--- src/rtl/cfg_sel_pkg.sv ---
package cfg_sel_pkg;

  // Strobes from the serial control to the datapath
  typedef struct packed {
    logic rxShift;   // shift the sampled data bit into the receive byte
    logic rxBit;     // synchronised data line level
    logic txLoad;    // load the read byte from the register
    logic txShift;   // advance the read byte by one bit
    logic commit;    // STOP after a valid write byte
  } strobe_t;

  typedef enum logic [3:0] {
    ST_IDLE,
    ST_ADDR,
    ST_ADDR_END,
    ST_ACK_A,
    ST_WDATA,
    ST_WDATA_END,
    ST_ACK_D,
    ST_WPEND,
    ST_RDATA,
    ST_RACK
  } ctrl_state_t;

endpackage

--- src/rtl/cfg_sel_ctrl.sv ---
module cfg_sel_ctrl
  import cfg_sel_pkg::*;
#(
  parameter int DATA_W = 8,
  parameter int CFG_W  = 5,
  parameter logic [DATA_W-2:0] SLAVE_ADDR = 7'b1001110
) (
  input  logic              clk,
  input  logic              rstN,
  input  logic              sclIn,
  input  logic              sdaIn,
  input  logic [DATA_W-1:0] rxByte,
  input  logic              txBit,
  output strobe_t           strb,
  output logic              sdaOe
);

  localparam int CNT_W = $clog2(DATA_W);
  localparam logic [CNT_W-1:0] LAST_BIT = CNT_W'(DATA_W - 1);
  localparam int PAD_W = DATA_W - CFG_W;

  logic [1:0] sclSync, sdaSync;
  logic sclPrev, sdaPrev;
  logic sclS, sdaS;
  ctrl_state_t state, stateNxt;
  logic [CNT_W-1:0] bitCnt, bitCntNxt;

  assign sclS = sclSync[1];
  assign sdaS = sdaSync[1];

  wire startC = sclS & sclPrev & sdaPrev & ~sdaS;
  wire stopC  = sclS & sclPrev & ~sdaPrev & sdaS;
  wire sclRise = sclS & ~sclPrev;
  wire sclFall = ~sclS & sclPrev;
  wire addrHit = (rxByte[DATA_W-1:1] == SLAVE_ADDR);
  wire byteOk  = (rxByte[DATA_W-1:CFG_W] == {PAD_W{1'b0}});

  always_ff @(posedge clk) begin
    if (!rstN) begin
      sclSync <= 2'b11;
      sdaSync <= 2'b11;
      sclPrev <= 1'b1;
      sdaPrev <= 1'b1;
      state   <= ST_IDLE;
      bitCnt  <= '0;
    end else begin
      sclSync <= {sclSync[0], sclIn};
      sdaSync <= {sdaSync[0], sdaIn};
      sclPrev <= sclS;
      sdaPrev <= sdaS;
      state   <= stateNxt;
      bitCnt  <= bitCntNxt;
    end
  end

  always_comb begin
    strb = '0;
    strb.rxBit = sdaS;
    stateNxt = state;
    bitCntNxt = bitCnt;
    if (startC) begin
      stateNxt = ST_ADDR;
      bitCntNxt = '0;
    end else if (stopC) begin
      strb.commit = (state == ST_WPEND);
      stateNxt = ST_IDLE;
    end else begin
      unique case (state)
        ST_ADDR, ST_WDATA: if (sclRise) begin
          strb.rxShift = 1'b1;
          bitCntNxt = bitCnt + 1'b1;
          if (bitCnt == LAST_BIT)
            stateNxt = (state == ST_ADDR) ? ST_ADDR_END : ST_WDATA_END;
        end
        ST_ADDR_END: if (sclFall) stateNxt = addrHit ? ST_ACK_A : ST_IDLE;
        ST_ACK_A: if (sclFall) begin
          bitCntNxt = '0;
          if (rxByte[0]) begin
            stateNxt = ST_RDATA;
            strb.txLoad = 1'b1;
          end else begin
            stateNxt = ST_WDATA;
          end
        end
        ST_WDATA_END: if (sclFall) stateNxt = byteOk ? ST_ACK_D : ST_IDLE;
        ST_ACK_D: if (sclFall) stateNxt = ST_WPEND;
        ST_WPEND: if (sclFall) stateNxt = ST_IDLE;
        ST_RDATA: if (sclFall) begin
          strb.txShift = 1'b1;
          bitCntNxt = bitCnt + 1'b1;
          if (bitCnt == LAST_BIT) stateNxt = ST_RACK;
        end
        ST_RACK: if (sclRise) stateNxt = ST_IDLE;
        default: stateNxt = ST_IDLE;
      endcase
    end
  end

  assign sdaOe = (state == ST_ACK_A) || (state == ST_ACK_D) ||
                 ((state == ST_RDATA) && !txBit);

endmodule

--- src/rtl/cfg_sel_dp.sv ---
module cfg_sel_dp
  import cfg_sel_pkg::*;
#(
  parameter int DATA_W = 8,
  parameter int CFG_W  = 5
) (
  input  logic              clk,
  input  logic              rstN,
  input  strobe_t           strb,
  input  logic              wrProtect,
  input  logic              powerGood,
  input  logic              selPin,
  input  logic              overrideN,
  input  logic [CFG_W-2:0]  extIn,
  output logic [DATA_W-1:0] rxByte,
  output logic              txBit,
  output logic [CFG_W-1:0]  cfgVal,
  output logic [CFG_W-2:0]  selOut,
  output logic              heldOut
);

  localparam int SEL_W = CFG_W - 1;
  localparam int PAD_W = DATA_W - CFG_W;

  logic [DATA_W-1:0] rxReg, txReg;
  logic [CFG_W-1:0]  cfgReg;
  logic              heldReg;
  logic              drivenBit;
  logic              writeEn;

  assign writeEn   = strb.commit & ~wrProtect & powerGood;
  assign drivenBit = cfgReg[SEL_W] & overrideN;

  always_ff @(posedge clk) begin
    if (!rstN) begin
      rxReg   <= '0;
      txReg   <= '0;
      cfgReg  <= '0;
      heldReg <= 1'b0;
    end else begin
      if (strb.rxShift) rxReg <= {rxReg[DATA_W-2:0], strb.rxBit};
      if (strb.txLoad)       txReg <= {{PAD_W{1'b0}}, cfgReg};
      else if (strb.txShift) txReg <= {txReg[DATA_W-2:0], 1'b1};
      if (writeEn) cfgReg <= rxReg[CFG_W-1:0];
      if (!selPin) heldReg <= drivenBit;
    end
  end

  for (genvar g = 0; g < SEL_W; g++) begin : g_sel
    assign selOut[g] = selPin ? extIn[g] : (cfgReg[g] & overrideN);
  end

  assign heldOut = selPin ? heldReg : drivenBit;
  assign rxByte  = rxReg;
  assign txBit   = txReg[DATA_W-1];
  assign cfgVal  = cfgReg;

endmodule

--- src/rtl/i2c_cfg_selector.sv ---
module i2c_cfg_selector
  import cfg_sel_pkg::*;
#(
  parameter int DATA_W = 8,
  parameter int CFG_W  = 5,
  parameter logic [DATA_W-2:0] SLAVE_ADDR = 7'b1001110
) (
  input  logic             clk,
  input  logic             rstN,
  input  logic             sclIn,
  input  logic             sdaIn,
  output logic             sdaOe,
  input  logic             selPin,
  input  logic             overrideN,
  input  logic             wrProtect,
  input  logic             powerGood,
  input  logic [CFG_W-2:0] extIn,
  output logic [CFG_W-2:0] selOut,
  output logic             heldOut
);

  strobe_t           strb;
  logic [DATA_W-1:0] rxByte;
  logic              txBit;
  logic [CFG_W-1:0]  cfgVal;

  cfg_sel_ctrl #(.DATA_W(DATA_W), .CFG_W(CFG_W), .SLAVE_ADDR(SLAVE_ADDR)) u_ctrl (
    .clk(clk), .rstN(rstN), .sclIn(sclIn), .sdaIn(sdaIn),
    .rxByte(rxByte), .txBit(txBit), .strb(strb), .sdaOe(sdaOe)
  );

  cfg_sel_dp #(.DATA_W(DATA_W), .CFG_W(CFG_W)) u_dp (
    .clk(clk), .rstN(rstN), .strb(strb), .wrProtect(wrProtect),
    .powerGood(powerGood), .selPin(selPin), .overrideN(overrideN),
    .extIn(extIn), .rxByte(rxByte), .txBit(txBit), .cfgVal(cfgVal),
    .selOut(selOut), .heldOut(heldOut)
  );

endmodule

--- config.mk ---
export PLATFORM = sky130hd
export DESIGN_NAME = i2c_cfg_selector
export DESIGN_NICKNAME = d
export VERILOG_FILES = /design/src/rtl/cfg_sel_pkg.sv /design/src/rtl/cfg_sel_ctrl.sv /design/src/rtl/cfg_sel_dp.sv /design/src/rtl/i2c_cfg_selector.sv
export SDC_FILE = /design/constraint.sdc
export NUM_CORES = 1
export LEC_CHECK = 0
export BUFFER_PORTS_ARGS = -buffer_cell sky130_fd_sc_hd__buf_4
export CORE_MARGIN = 10
export CORE_UTILIZATION = 40
export CTS_CLUSTER_SIZE = 16
export DETAILED_ROUTE_END_ITERATION = 12
export GPL_TIMING_DRIVEN = 1
export SYNTH_ARGS = -nofsm -noshare
export SYNTH_HDL_FRONTEND = slang
export SYNTH_HIERARCHICAL = 1
export SYNTH_SLANG_ARGS = --single-unit
export TNS_END_PERCENT = 20
--- constraint.sdc ---
create_clock -name clk -period 2.01 [get_ports clk]
set_input_delay 0.1005 -clock clk [delete_from_list [all_inputs] [get_ports clk]]
set_output_delay 0.1005 -clock clk [all_outputs]
set_load 0.05 [all_outputs]
==> results of run 1 <==
-- worst max-delay path, delay by kind of cell (launching register included) --
kind,cells,cell delay [ns]
mux,1,0.23
flops,1,0.65
simple gates,3,0.86
-- repair_timing --
action / in CTS / in global routing
hold endpoints to repair: 2 / 0
hold buffers: 2 / 0
setup endpoints to repair: 0 / 0
-- metrics by stage --
stage / setup WS, ns / hold slack, ns
finish: 0.192 / 0.146
global route: 0.0468 / 0.171
CTS: 0.207 / 0.142
detailed placement: 0.229 / 0.288
global placement: 0.259 / 0.283
floorplan: 0.250 / 0.174
-- per-layer routing --
layer | part of all wire [%] | vias to the layer above
li1 | - | 803
met1 | 45 | 733
met2 | 48 | 39
met3 | 5.6 | 6
met4 | 1.6 | 0
met5 | 0 | -
-- synth_stat cells, drive strengths merged (2+ instances only) --
cell type,number
dfxtp,35
nand2,29
mux2i,21
nand2b,19
nor2b,14
buf,13
nor2,11
o21ai,7
a21oi,5
nand3,5
nand3b,5
nor3,5
mux2,4
o211a,4
a221oi,3
inv,3
nand4b,3
o22ai,3
o31ai,3
a22o,2
clkbuf,2
ha,2
nor4,2
xnor2,2
-- report_power, final --
group	internal (mW)	total, mW	switching, mW	leakage, nW
Clock	0.269	0.510	0.241	0.0470
Combinational	0.217	0.465	0.248	0.521
Sequential	0.719	0.754	0.0349	0.283
-- registers in the layout (all words and copies together), names as in the netlist --
signal          flops
u_ctrl/state        4
u_dp/rxByte         8
u_ctrl/sdaPrev      1
u_dp/heldReg        1
u_dp/cfgVal         5
u_ctrl/sdaSync      2
u_ctrl/sclPrev      1
u_ctrl/bitCnt       3
u_ctrl/sclSync      2
u_dp/txReg          8
-- final timing paths --
kind / from / to / slack, ns
setup / recovery: u_ctrl/state[2] / u_dp/cfgVal[4] / 0.19
hold / removal: selPin / u_dp/heldReg / 0.15
setup reg to reg: u_ctrl/state[2] / u_dp/cfgVal[4] / 0.19
hold reg to reg: u_ctrl/sdaSync[0] / u_ctrl/sdaSync[1] / 0.41
-- cells by family after synthesis --
| kind of cell | Yosys count | synth area share [%] |
|---|---|---|
| buffers and inverters | 18 | 5.16 |
| flip-flops | 35 | 36.1 |
| AND/OR/NAND/NOR | 98 | 27.2 |
| XOR/XNOR | 3 | 1.36 |
| adder cells (fa/ha/maj) | 2 | 1.29 |
| multiplexers | 25 | 13.9 |
| AO/OA/AOI/OAI | 36 | 15.0 |
-- layout make-up --
class	count	area, µm²	share of cell area (%)
multi-input cells	164	1150	51.2
flip-flops and latches	35	701	31.1
inverters	3	11.3	0.501
repair buffers	28	215	9.57
clock buffers	6	82.6	3.67
well taps	67	83.8	3.73
clock inverters	1	5.00	0.222
==> run metrics, run 1 <==
status completed; initial antenna violation count 0; drt first pass iters 4; setup TNS 0 ns; worst reg-to-reg path cell count 4; met2 demand-to-capacity share in global routing 18.7%; Die H 89.6 µm; grt peak-use layer met2; Pins Over Slew Limit 0; Iter 0 DRT Violations 88; max cap viols 0; wire length of the first global-routing pass 7.10 mm; TritonCTS clock tree built; # Post-CTS Setup Buffers 0; TritonCTS buffer count 5; clock latency reported for the late side of the worst-skew pair 0.28 ns; leakage power of the design 0.852 nW; number of placed instances with taps included 295; Port Buffers 17; Syn-to-layout area delta 16.0%; post-detailed-route DRC marker count 0; worst vdd rail ir drop 0.407 mV; met1 track utilization from global routing 13.0%; cell at the root of the clock tree sky130_fd_sc_hd__clkbuf_8; Unique masters post-synth 46; cell area after placement 0.00214 mm²; predominant post-synthesis flop cell sky130_fd_sc_hd__dfxtp_1; top cell type by total area after synthesis sky130_fd_sc_hd__dfxtp_1; WL per Instance 13.6 µm; post-DP HPWL 3.04 mm; setup repair after global routing missed its margin no; number of diodes 0; Final nets 251; Post-Route WL 4.14 mm; Ports 18; RePlAce Congestion 0.836; largest cells by area after synthesis sky130_fd_sc_hd__dfxtp_1 (36%), sky130_fd_sc_hd__mux2i_1 (11%), sky130_fd_sc_hd__nand2b_1 (6.1%); met3 routing resource usage after global routing 3.61%; Non-Filler Instances 304; number of enable-type register cells in the synthesized netlist 0; CTS clk-pin slew, worst paths 0.07 ns; most common cell after layout, fill and taps aside sky130_fd_sc_hd__dfxtp_1; Crit Path Class flip-flop to flip-flop; power density over the cells 769 mW/mm²; GR Util All Layers 11.2%; net count after synthesis 231; final count of hold timing violations 0; number of levels the H-tree was split into 2; via count of the first global-routing pass 1512; starting density of the core 41.1%; number of register bits inferred by synthesis 35; maximum number of pins on one net before global-route repair 32; mean post-synth cell area 8.94 µm²; highest-count cells in the layout ignoring fill and taps sky130_fd_sc_hd__dfxtp_1 (35), sky130_fd_sc_hd__nand2_1 (29), sky130_fd_sc_hd__buf_4 (26); share of flip-flops with an asynchronous set or reset after synthesis 0%; Layout Skew 0.00274 ns; instance count of the mapped netlist 217; final setup vio count 0; total die area 0.00803 mm²; startpoint types flip-flop; vias per std cell 5.20; total core area 0.00472 mm²; path class of the lowest-slack min-delay path input pin to flip-flop; number of vias in the routed layout 1581; count of standard-cell rows 25; sequence of cells on the critical path nand2_1 > nor3_1 > and3b_1 > mux2i_1; layout cells sized above 1 20.3%; Die W 89.6 µm; number of instances resized during post-cts repair 0; Peak Freq 0.550 GHz; period utilisation layout 90.5%; transition time at the pin with the least slew margin 0.529 ns; sequential-to-total area share from yosys stat 36.1%; Final Power 1.73 mW; total congestion overflow 0; final std cell area, no fill 0.00225 mm²; critical-path cell with the highest stage delay sky130_fd_sc_hd__dfxtp_1; portion of synthesized cell area occupied by the leading cell type 36.1%; area of the mapped netlist 0.00194 mm²; Worst Hold Depth 3; nature of the critical path endpoint flip-flop; delay contributed by the slowest stage of the critical path 0.65 ns; Post-Route Utilization 47.6%; warnings from Yosys 6; number of nets with antenna violations after routing 0; Worst Path Required 2.22 ns; TritonCTS Sinks 35; Filler cells 465; time the final worst path needs with I/O delays and setup 1.82 ns; buffers from clock root to sink, at most 2; critical path fanouts, max 15; Max-slew headroom 64.7%; arrival time at the worst endpoint 2.03 ns
Power figures use the tool's default switching activity.
==> run 2: changes to the inputs <==
- RECOVER_POWER: not set -> 50
==> run 2 against run 1 <==
Final area decreased by 1.1%. Non-clock buffer count unchanged. Critical path depth unchanged. Core utilization decreased by 0.50 points.
==> run metrics, run 2 (synthesized netlist as in run 1, its figures left out) <==
buffers from clock root to sink, at most 2; TritonCTS Sinks 35; vias per std cell 5.20; final setup vio count 0; number of vias in the routed layout 1581; arrival time at the worst endpoint 2.05 ns; critical path fanouts, max 15; Syn-to-layout area delta 14.8%; cell depth of the worst setup path 4; final count of hold timing violations 0; initial antenna violation count 0; buffering stage count on the worst path with inverters included 0; number of diodes 0; number of nets with antenna violations after routing 0; delay contributed by the slowest stage of the critical path 0.65 ns; via count of the first global-routing pass 1512; maximum number of pins on one net before global-route repair 32; total congestion overflow 0; starting density of the core 41.1%; wire length of the first global-routing pass 7.10 mm; Layout Skew 0.00246 ns; Ports 18; status completed; TritonCTS buffer count 5; highest-count cells in the layout ignoring fill and taps sky130_fd_sc_hd__dfxtp_1 (35), sky130_fd_sc_hd__nand2_1 (29), sky130_fd_sc_hd__mux2i_1 (21); drt first pass iters 4; TritonCTS clock tree built; # Post-CTS Setup Buffers 0; max cap viols 0; time the final worst path needs with I/O delays and setup 1.84 ns; total core area 0.00472 mm²; cell family contributing the most delay on the critical path simple AND/OR/NAND/NOR gates; worst setup slack after placement 0.229 ns; count of standard-cell rows 25; hold wc startpoint selPin; Die W 89.6 µm; setup repair after global routing missed its margin no; reg-to-reg critical path endpoint u_dp/cfgVal[4]; post-DP HPWL 3.04 mm; post-detailed-route DRC marker count 0; path class of the lowest-slack min-delay path input pin to flip-flop; startpoint types flip-flop; worst vdd rail ir drop 0.389 mV; Peak Freq 0.544 GHz; WL per Instance 13.6 µm; sequence of cells on the critical path nand2_1 > nor3_1 > and3b_1 > mux2i_1; CTS clk-pin slew, worst paths 0.07 ns; Post-Route Utilization 47.1%; layout cells sized above 1 18.1%; Worst Hold Depth 3; Port Buffers 17; Hold Crit Endpoint u_dp/heldReg; period utilisation layout 91.5%; total die area 0.00803 mm²; nature of the critical path endpoint flip-flop; GR Util All Layers 11.2%; Iter 0 DRT Violations 87; worst reg-to-reg path cell count 4; setup slack on the worst flop-to-flop path 0.17 ns; RePlAce Congestion 0.836; setup TNS 0 ns; cell at the root of the clock tree sky130_fd_sc_hd__clkbuf_8; Pins Over Slew Limit 0; Crit Path Class flip-flop to flip-flop; Final nets 251; Worst Setup Slack, final 0.171 ns; clock latency reported for the late side of the worst-skew pair 0.28 ns; number of levels the H-tree was split into 2; Worst Path Required 2.22 ns; critical-path cell with the highest stage delay sky130_fd_sc_hd__dfxtp_1; Post-Route WL 4.14 mm; transition time at the pin with the least slew margin 0.607 ns; startpoint of the most critical register-to-register path u_ctrl/state[2]; Max-slew headroom 59.7%; most common cell after layout, fill and taps aside sky130_fd_sc_hd__dfxtp_1; Die H 89.6 µm; leakage power of the design 0.830 nW; power density over the cells 775 mW/mm²
-- run 2: cell count changes in the layout (fill, tap and decap cells not counted) --
cell / delta
sky130_fd_sc_hd__buf_4: -9
sky130_fd_sc_hd__clkbuf_1: +5
sky130_fd_sc_hd__clkbuf_4: +2
sky130_fd_sc_hd__clkbuf_2: +2
-- run 2: routing by layer --
layer / track usage [%] / wire [µm] / up-vias
met3: 3.61 / 220 / 6
met4: 4.77 / 65 / 0
met5: 0 / 0 / -
li1: - / - / 802
met1: 13.0 / 1870 / 738
met2: 18.7 / 1990 / 35
-- run 2: report_power, final --
group          switching, mW  leakage [nW]  total, mW  internal, mW
clock                  0.241        0.0470      0.510         0.269
combinational          0.248         0.499      0.461         0.213
sequential            0.0341         0.283      0.753         0.719
total                  0.523         0.830       1.72          1.20
-- run 2: worst min-delay path: cells and delay by family --
kind | cells | cell delay, ns
and+or+nand+nor | 1 | 0.07
AOI/OAI and AO/OA | 1 | 0.07
buffers and inverters | 1 | 0.14
-- run 2: area by class of cell --
| cell class | count | area (µm²) |
|---|---|---|
| multi-input cells | 164 | 1150 |
| inverters | 3 | 11.3 |
| repair buffers | 28 | 191 |
| well taps | 67 | 83.8 |
| clock buffers | 6 | 82.6 |
| fillers | 474 | 2500 |
| flip-flops and latches | 35 | 701 |
| clock inverters | 1 | 5.00 |
-- run 2: worst max path at each step --
stage | startpoint | to
after detailed placement | u_ctrl/state[2] | u_ctrl/state[2]
after global placement | u_ctrl/state[3] | u_dp/txReg[3]
after CTS | u_ctrl/state[2] | u_ctrl/state[2]
after global routing | u_ctrl/state[2] | u_ctrl/state[3]
final | u_ctrl/state[2] | u_dp/cfgVal[4]
after floorplan | u_ctrl/state[2] | sdaOe
-- run 2: what timing repair did --
action / 4_1_cts / 5_1_grt
hold buffers: 2 / 0
gates resized for setup: 0 / 0
hold endpoints to repair: 2 / 0
-- run 2: through the flow --
stage / total power, mW / instances / hold slack [ns] / cell area, µm²
3_5_place_dp: 1.23 / 295 / 0.288 / 2140
2_1_floorplan: 1.12 / 217 / 0.174 / 1940
4_1_cts: 1.74 / 304 / 0.142 / 2250
6_report: 1.72 / 304 / 0.147 / 2230
3_3_place_gp: 1.23 / 295 / 0.283 / 2140
5_1_grt: 1.83 / 304 / 0.171 / 2230
==> run 3: changes to the inputs <==
- CORE_UTILIZATION: 40 -> 58
- PLACE_DENSITY: not set -> 0.78
==> run 3 against run 2 <==
First-iteration DRC count grew 69%. Die area is 25% lower. Flip-flop and latch count stayed put. Routed wire length up 0.19%. Cell count decreased by 7.6%. Critical path depth increased by 1. Critical endpoint is now sdaOe.
==> run metrics, run 3 (synthesized netlist as in run 1, its figures left out) <==
starting density of the core 62.0%; TritonCTS buffer count 5; total core area 0.00313 mm²; Die W 77.8 µm; portion of total power attributed to the clock network 34.7%; CTS clk-pin slew, worst paths 0.12 ns; Final Power 1.85 mW; vias per std cell 5.68; time the final worst path needs with I/O delays and setup 1.84 ns; number of diodes 0; path class of the lowest-slack min-delay path input pin to flip-flop; buffers from clock root to sink, at most 2; count of standard-cell rows 20; initial antenna violation count 0; maximum number of pins on one net before global-route repair 33; layout cells sized above 1 18.1%; Peak Freq 0.543 GHz; worst vdd rail ir drop 0.548 mV; via count of the first global-routing pass 1435; Max-slew headroom 57.5%; setup TNS 0 ns; number of levels the H-tree was split into 2; final setup vio count 0; startpoint types flip-flop; Pins Over Slew Limit 0; Syn-to-layout area delta 13.5%; most common cell after layout, fill and taps aside sky130_fd_sc_hd__dfxtp_1; switching fraction of total power 28.8%; Layout Skew 0.0152 ns; highest-count cells in the layout ignoring fill and taps sky130_fd_sc_hd__dfxtp_1 (33), sky130_fd_sc_hd__nand2_1 (29), sky130_fd_sc_hd__mux2i_1 (21); Crit Path Class flip-flop to output port; nature of the critical path endpoint output port; total die area 0.00606 mm²; post-detailed-route DRC marker count 0; Final nets 250; number of vias in the routed layout 1597; total congestion overflow 0; drt first pass iters 4; Ports 18; TritonCTS Sinks 35; Die H 77.8 µm; TritonCTS clock tree built; post-DP HPWL 3.01 mm; fraction of power consumed by combinational cells 24.7%; period utilisation layout 91.6%; leakage power of the design 0.831 nW; final count of hold timing violations 0; P_int 1.32 mW; Port Buffers 17; transition time at the pin with the least slew margin 0.640 ns; critical path fanouts, max 10; setup repair after global routing missed its margin no; power density over the cells 842 mW/mm²; RePlAce Congestion 0.936; sequential share of power 40.6%; Post-Route WL 4.15 mm; Worst Path Required 1.91 ns; Filler cells 264; WL per Instance 14.8 µm; arrival time at the worst endpoint 1.74 ns; status completed; cell at the root of the clock tree sky130_fd_sc_hd__clkbuf_4; wire length of the first global-routing pass 6.89 mm; GR Util All Layers 13.9%; max cap viols 0; number of nets with antenna violations after routing 0; Iter 0 DRT Violations 147; clock latency reported for the late side of the worst-skew pair 0.35 ns; Switching Power 0.535 mW
[run 3: cell count changes in the layout (fill, tap and decap cells not counted), moves of 2 or more]
cell and delta:
sky130_fd_sc_hd__clkbuf_8 -6, sky130_fd_sc_hd__clkbuf_4 +5, sky130_fd_sc_hd__bufinv_16 +2, sky130_fd_sc_hd__dfxtp_1 -2, sky130_fd_sc_hd__dfxtp_2 +2
[run 3: power groups by stage]
stage                     logic, mW  registers [mW]  clock network [mW]
after global placement        0.449           0.764                   0
after CTS                     0.464           0.752               0.653
after floorplan               0.380           0.744                   0
final                         0.458           0.753               0.644
after detailed placement      0.459           0.768                   0
after global routing          0.494           0.759               0.677
[run 3: final cells by class]
cell class,instances,area (µm²),share of cell area (%)
Multi-Input combinational cell,164,1140,51.8
Sequential cell,35,703,31.9
Timing Repair Buffer,27,186,8.47
Clock inverter,3,67.6,3.07
Tap cell,44,55.1,2.50
Clock buffer,5,37.5,1.70
Inverter,3,11.3,0.511
[run 3: path summary, 6_finish.rpt]
kind | startpoint | end | slack [ns] | depth (start not counted)
worst min-delay path | rstN | u_ctrl/sdaPrev | 0.08 | 2
worst min register to register | u_ctrl/sdaSync[0] | u_ctrl/sdaSync[1] | 0.42 | 1
worst max-delay path | u_ctrl/state[1] | sdaOe | 0.17 | 5
worst max register to register | u_ctrl/sclSync[1] | u_dp/txReg[4] | 0.27 | 5
[run 3: repair_timing]
action,in CTS,in global routing
buffers inserted,0,0
hold buffers,2,0
endpoints found under the setup margin,0,2
resized for setup,0,2
endpoints found under the hold margin,2,0
[run 3: metal layers]
metal | GRT usage [%] | up-vias | share of wire, %
met4 | 5.47 | 0 | 1.9
li1 | - | 803 | -
met2 | 22.3 | 31 | 48
met1 | 16.9 | 755 | 45
met5 | 0 | - | 0
met3 | 4.03 | 8 | 4.3
[run 3: critical path, stage by stage (launching register included)]
cell and delay (ns):
sky130_fd_sc_hd__dfxtp_2 0.40, sky130_fd_sc_hd__buf_4 0.19, sky130_fd_sc_hd__nand2b_1 0.16, sky130_fd_sc_hd__o32a_1 0.30, sky130_fd_sc_hd__o21ai_1 0.12, sky130_fd_sc_hd__buf_4 0.21
[run 3: per-stage QoR]
stage	setup slack [ns]	utilization (%)	hold WS [ns]	instances	area, µm²
after floorplan	0.250	-	0.174	217	1940
after global placement	0.285	67.3	0.286	271	2110
after detailed placement	0.217	67.3	0.290	271	2110
after CTS	0.0955	71.3	0.0706	281	2230
after global routing	0.0195	70.4	0.0829	281	2200
final	0.169	70.4	0.0784	281	2200
